### config.mk
export PLATFORM = sky130hd
export DESIGN_NAME = bayer_vtg
export DESIGN_NICKNAME = d
export VERILOG_FILES = /design/src/rtl/bayer_vtg_pkg.sv /design/src/rtl/vtg_cfg_hold.sv /design/src/rtl/vtg_scan.sv /design/src/rtl/vtg_pattern.sv /design/src/rtl/bayer_vtg.sv
export SDC_FILE = /design/constraint.sdc
export NUM_CORES = 1
export LEC_CHECK = 0
export BUFFER_PORTS_ARGS = -buffer_cell sky130_fd_sc_hd__buf_2
export CORE_UTILIZATION = 45
export CTS_CLUSTER_DIAMETER = 100
export DETAILED_ROUTE_END_ITERATION = 12
export PLACE_DENSITY = 0.74
export SYNTH_ARGS = -nofsm -noshare
export SYNTH_HDL_FRONTEND = slang
export SYNTH_SLANG_ARGS = --single-unit
### constraint.sdc
create_clock -name clk -period 8.78 [get_ports clk]
set_input_delay 1.756 -clock clk [delete_from_list [all_inputs] [get_ports clk]]
set_output_delay 1.756 -clock clk [all_outputs]
set_load 0.005 [all_outputs]
### src/rtl/bayer_vtg_pkg.sv
package bayer_vtg_pkg;

    localparam int PIX_W = 12;
    localparam int DIM_W = 12;
    localparam int CNT_W = DIM_W + 1;

    typedef logic [DIM_W-1:0] dim_t;
    typedef logic [CNT_W-1:0] cnt_t;
    typedef logic [PIX_W-1:0] pix_t;

    typedef struct packed {
        dim_t width;
        dim_t height;
        dim_t hblank;
        dim_t vblank;
    } vtg_cfg_t;

    typedef enum logic [1:0] {
        PH_GR = 2'd0,
        PH_R  = 2'd1,
        PH_B  = 2'd2,
        PH_GB = 2'd3
    } bayer_ph_e;

    typedef struct packed {
        logic fv;
        logic lv;
        pix_t data;
    } vtg_out_t;

    typedef struct packed {
        logic row_on;
        logic pix_on;
        logic last_row;
        dim_t x;
        dim_t y;
    } scan_pos_t;

    function automatic dim_t at_least_one(dim_t v);
        return (v == '0) ? dim_t'(1) : v;
    endfunction

    function automatic bayer_ph_e phase_of(logic row_odd, logic col_odd);
        return bayer_ph_e'({row_odd, col_odd});
    endfunction

endpackage

### src/rtl/vtg_cfg_hold.sv
module vtg_cfg_hold
    import bayer_vtg_pkg::*;
(
    input  logic     clk,
    input  logic     rst,
    input  logic     load_en,
    input  vtg_cfg_t cfg_in,
    output vtg_cfg_t cfg_q
);

    vtg_cfg_t clamped;

    always_comb begin
        clamped.width  = at_least_one(cfg_in.width);
        clamped.height = at_least_one(cfg_in.height);
        clamped.hblank = at_least_one(cfg_in.hblank);
        clamped.vblank = at_least_one(cfg_in.vblank);
    end

    always_ff @(posedge clk) begin
        if (rst || load_en) begin
            cfg_q <= clamped;
        end
    end

endmodule

### src/rtl/vtg_scan.sv
module vtg_scan
    import bayer_vtg_pkg::*;
(
    input  logic      clk,
    input  logic      rst,
    input  vtg_cfg_t  cfg,
    output logic      frame_start,
    output scan_pos_t pos
);

    cnt_t hcnt;
    cnt_t vcnt;
    cnt_t line_len;
    cnt_t frame_lines;
    cnt_t row_idx;

    assign line_len    = CNT_W'(cfg.width) + CNT_W'(cfg.hblank);
    assign frame_lines = CNT_W'(cfg.vblank) + CNT_W'(cfg.height);

    always_ff @(posedge clk) begin
        if (rst) begin
            hcnt <= '0;
            vcnt <= '0;
        end else if (hcnt >= line_len - CNT_W'(1)) begin
            hcnt <= '0;
            vcnt <= (vcnt >= frame_lines - CNT_W'(1)) ? '0 : vcnt + CNT_W'(1);
        end else begin
            hcnt <= hcnt + CNT_W'(1);
        end
    end

    assign frame_start = (hcnt == '0) && (vcnt == '0);
    assign row_idx     = vcnt - CNT_W'(cfg.vblank);

    always_comb begin
        pos.row_on   = (vcnt >= CNT_W'(cfg.vblank));
        pos.pix_on   = pos.row_on && (hcnt < CNT_W'(cfg.width));
        pos.x        = DIM_W'(hcnt);
        pos.y        = DIM_W'(row_idx);
        pos.last_row = (pos.y == cfg.height - dim_t'(1));
    end

endmodule

### src/rtl/vtg_pattern.sv
module vtg_pattern
    import bayer_vtg_pkg::*;
#(
    parameter int unsigned COL_ORIGIN = 16,
    parameter int unsigned ROW_ORIGIN = 54
) (
    input  dim_t x,
    input  dim_t y,
    input  logic pix_on,
    output pix_t data
);

    localparam int MIX_W = PIX_W - 2;

    cnt_t             col;
    cnt_t             row;
    logic [MIX_W-1:0] mix;
    bayer_ph_e        ph;

    always_comb begin
        col  = CNT_W'(x) + CNT_W'(COL_ORIGIN);
        row  = CNT_W'(y) + CNT_W'(ROW_ORIGIN);
        mix  = MIX_W'(col + row);
        ph   = phase_of(row[0], col[0]);
        data = pix_on ? {ph, mix} : '0;
    end

endmodule

### src/rtl/bayer_vtg.sv
module bayer_vtg
    import bayer_vtg_pkg::*;
#(
    parameter int unsigned COL_ORIGIN = 16,
    parameter int unsigned ROW_ORIGIN = 54
) (
    input  logic             clk,
    input  logic             rst,
    input  logic [DIM_W-1:0] cfg_width,
    input  logic [DIM_W-1:0] cfg_height,
    input  logic [DIM_W-1:0] cfg_hblank,
    input  logic [DIM_W-1:0] cfg_vblank,
    output logic             frame_valid,
    output logic             line_valid,
    output logic [PIX_W-1:0] pixel
);

    vtg_cfg_t  cfg_in;
    vtg_cfg_t  cfg_q;
    logic      frame_start;
    scan_pos_t pos;
    pix_t      pat;
    vtg_out_t  nxt;
    vtg_out_t  out_q;

    assign cfg_in = '{width: cfg_width, height: cfg_height,
                      hblank: cfg_hblank, vblank: cfg_vblank};

    vtg_cfg_hold u_cfg (
        .clk     (clk),
        .rst     (rst),
        .load_en (frame_start),
        .cfg_in  (cfg_in),
        .cfg_q   (cfg_q)
    );

    vtg_scan u_scan (
        .clk         (clk),
        .rst         (rst),
        .cfg         (cfg_q),
        .frame_start (frame_start),
        .pos         (pos)
    );

    vtg_pattern #(
        .COL_ORIGIN (COL_ORIGIN),
        .ROW_ORIGIN (ROW_ORIGIN)
    ) u_pat (
        .x      (pos.x),
        .y      (pos.y),
        .pix_on (pos.pix_on),
        .data   (pat)
    );

    always_comb begin
        nxt.lv   = pos.pix_on;
        nxt.fv   = pos.row_on && !(pos.last_row && !pos.pix_on);
        nxt.data = pat;
    end

    always_ff @(posedge clk) begin
        if (rst) begin
            out_q <= '0;
        end else begin
            out_q <= nxt;
        end
    end

    assign frame_valid = out_q.fv;
    assign line_valid  = out_q.lv;
    assign pixel       = out_q.data;

endmodule

==> reports/metrics.yaml <==
drv_cap: 0
ys.flop_type: "edfxtp_1"
internal-power_w: 0.00120
fin_worst_skew_ns: 0.00559
grt_overflow: 0
synth_cell_types: 59
cp-start-kind: "register"
slew_viol_final: 0
power_frac_clock_pct: 20.5
sw_frac_of_total_pct: 38.5
hold_path.class: "register to register"
synth_fp_nets: 953
yosysSeqAreaShare_pct: 31.9
ys_warn_count: 0
fmax_mhz: 220
clkTransAtPathRegs_ns: 0.06
worst_ep_arrival_time_ns: 4.74
cts_resized: 0
ys_async_sr_fraction_pct: 0
syn_inst: 787
synth-seq-cells: 88
cts_setup_buffers: 0
num-nets-final: 978
syn-mean-instance-area_sq_um: 8.94
core_sq_um: 15200
combinationalPowerShare_pct: 52.4
synth_edf_count: 48
outcome: "finished clean"
fin_tns_setup_ns: 0
wl_per_cell_um: 14.3
synthTopCellsByArea: "edfxtp_1, ha_1, dfxtp_1"
clock-sinks: 88
insertedDiodeCount: 0
hpwl_mm: 11.5
root_buffer: "clkbuf_16"
fp.dieW_um: 127
p_per_area_nw_per_um2: 253
holdBufCountCts: 0
start_util_pct: 46.3
cts.path.max_buffers: 2
cp-end-kind: "register"
dr.pass1.iters: 5
portBuffers: 63
wl_met3_um: 685
nFillCells: 1423
slew_headroom_pct: 27.6
ant_nets: 0
grt_max_degree: 49
top_layer: "met4"
worstSetupPathType: "register to register"
cts_tree: "done"
die_h_um: 127
wl_met2_mm: 6.33
drt-met1-wl_mm: 7.12
total_power_w: 0.00195
power.switching_w: 0.000751
p_leak_nw: 3.80
cts_inserted_buffers: 9
drtIter0Drc: 284
power_frac_seq_pct: 27.1
ios: 64
multiInputGateArea_sq_um: 4110
finalCriticalPeriod_ns: 4.54
rsz0062_at_grt: "false"
regArea_sq_um: 2240
grtUsageTotal_pct: 19.1
viasPerCell: 5.22
synth_top_area_cell: "edfxtp_1"
clkLatencyLatePin_ns: 0.35
crit_fanout: 12
syn2layout_area_growth_pct: 9.44
final-setup-viol-count: 0
finalCritPeriodShare_pct: 51.7
dr_total_vias: 5244
tightest_slew_ns: 1.09
routed_wirelength_mm: 14.4
peakVddDrop_mv: 0.139
htreeDepth: 3
antenna_found_initial: 0
place_congestion: 0.890
final_layout_size_suffix_gt1_share_pct: 12.4
placementRows: 45
grt_first_pass_wirelength_mm: 24.1
die-area_sq_um: 16100
hold_viol: 0
synthesis.area_sq_um: 7030
synth_top_area_share_pct: 20.5
drc_errors: 0
cp.required_ns: 8.98
grt_pass1_vias: 4936
==> registers in the layout, summed over array words and instances, names as in the netlist <==
signal       cells
frame_valid      1
u_scan.hcnt     13
u_cfg.cfg_q     48
u_scan.vcnt     13
line_valid       1
pixel           12
==> logic make-up (layout without fill, tap and decap cells) <==
logic type / Yosys count / count (layout) / share of synthesized area, %
buffers and inverters: 179 / 209 / 9.66
multiplexers: 3 / 3 / 0.427
AND/OR/NAND/NOR: 202 / 202 / 14.8
XOR/XNOR: 74 / 74 / 9.52
flip-flops: 88 / 88 / 31.9
adder cells (fa/ha/maj): 116 / 116 / 21.1
AO/OA/AOI/OAI: 125 / 125 / 12.7
==> final timing paths <==
check                           depth (start not counted)  slack (ns)       startpoint        endpoint
worst max-delay path                                   20        4.24  u_cfg.cfg_q[26]  u_scan.vcnt[4]
worst min-delay path                                    1        0.54   u_scan.hcnt[0]  u_scan.hcnt[0]
worst min register to register                          1        0.54   u_scan.hcnt[0]  u_scan.hcnt[0]
worst max register to register                         20        4.24  u_cfg.cfg_q[26]  u_scan.vcnt[4]
==> worst max-delay path: stages (launching register included) <==
cell and delay [ns]:
edfxtp_1 0.38, inv_1 0.07, ha_1 0.32, inv_1 0.05
ha_1 0.28, a21o_1 0.15, a21oi_1 0.21, nand2b_1 0.14
a21oi_1 0.08, o311a_1 0.31, o21a_1 0.18, o21a_1 0.18
o41a_1 0.32, xnor2_1 0.14, ha_1 0.29, a211o_1 0.15
or3_1 0.10, o21ai_0 0.07, a21o_1 0.20, nor2_1 0.65
nor3_1 0.12
==> per-stage QoR <==
stage	instance area (sq um)	setup WS, ns	std cells	hold WS [ns]	util [%]
floorplan	7030	4.64	787	0.451	-
global placement	7390	4.42	989	0.511	48.6
detailed placement	7390	4.33	989	0.533	48.6
CTS	7700	4.30	1005	0.535	50.6
global route	7700	3.86	1005	0.561	50.6
finish	7700	4.24	1005	0.541	50.6
==> cell usage in the layout, fill, tap and decap left out, types with 18 or more instances in the layout <==
cell type,Yosys,final
a21o_1,22,22
a21oi_1,34,34
buf_2,0,63
dfxtp_1,40,40
edfxtp_1,48,48
ha_1,112,112
inv_1,130,130
nand2_1,26,26
nand3_1,20,20
nor2_1,57,57
nor3_1,18,18
xnor2_1,42,42
xor2_1,30,30
==> final cells by class <==
cell class / count / share of cell area, %
clock buffer: 13 / 3.43
clock inverter: 3 / 0.520
inverter: 130 / 6.34
multi-input combinational: 520 / 53.4
sequential: 88 / 29.1
tap: 188 / 3.06
timing repair buffer: 63 / 4.10
==> cell usage after synthesis, types with 3 or more instances <==
master    count
ha_1        112
o21a_1        6
xnor2_1      42
o21ai_0      17
and3_1        5
nand4_1      11
a21o_1       22
xor2_1       30
nand2b_1     15
clkbuf_1     48
nor2_1       57
a31o_2        4
nor3_1       18
nor4_1       17
nor2b_1       6
a21oi_2       3
nand2_1      26
and2_1        3
or2_2         5
dfxtp_1      40
a211oi_1      5
o41a_1        3
edfxtp_1     48
mux2i_1       3
or3_1         6
fa_1          4
o21ai_1       3
inv_1       130
o211ai_1      4
o21bai_1      5
a21oi_1      34
nand3_1      20
==> per-layer routing <==
layer,track usage (%),vias to the layer above
met2,30.7,129
met3,2.35,16
met5,0,-
met4,6.86,0
met1,26.6,2388
li1,-,2711
==> power groups by stage <==
| stage | Combinational [W] | Clock [W] | Sequential [W] |
|---|---|---|---|
| floorplan | 0.000823 | 0 | 0.000528 |
| global placement | 0.000999 | 0 | 0.000536 |
| detailed placement | 0.00102 | 0 | 0.000538 |
| CTS | 0.00103 | 0.000406 | 0.000529 |
| global route | 0.00118 | 0.000425 | 0.000535 |
| finish | 0.00102 | 0.000401 | 0.000528 |
Note: power is estimated with default switching activity, not from simulation.
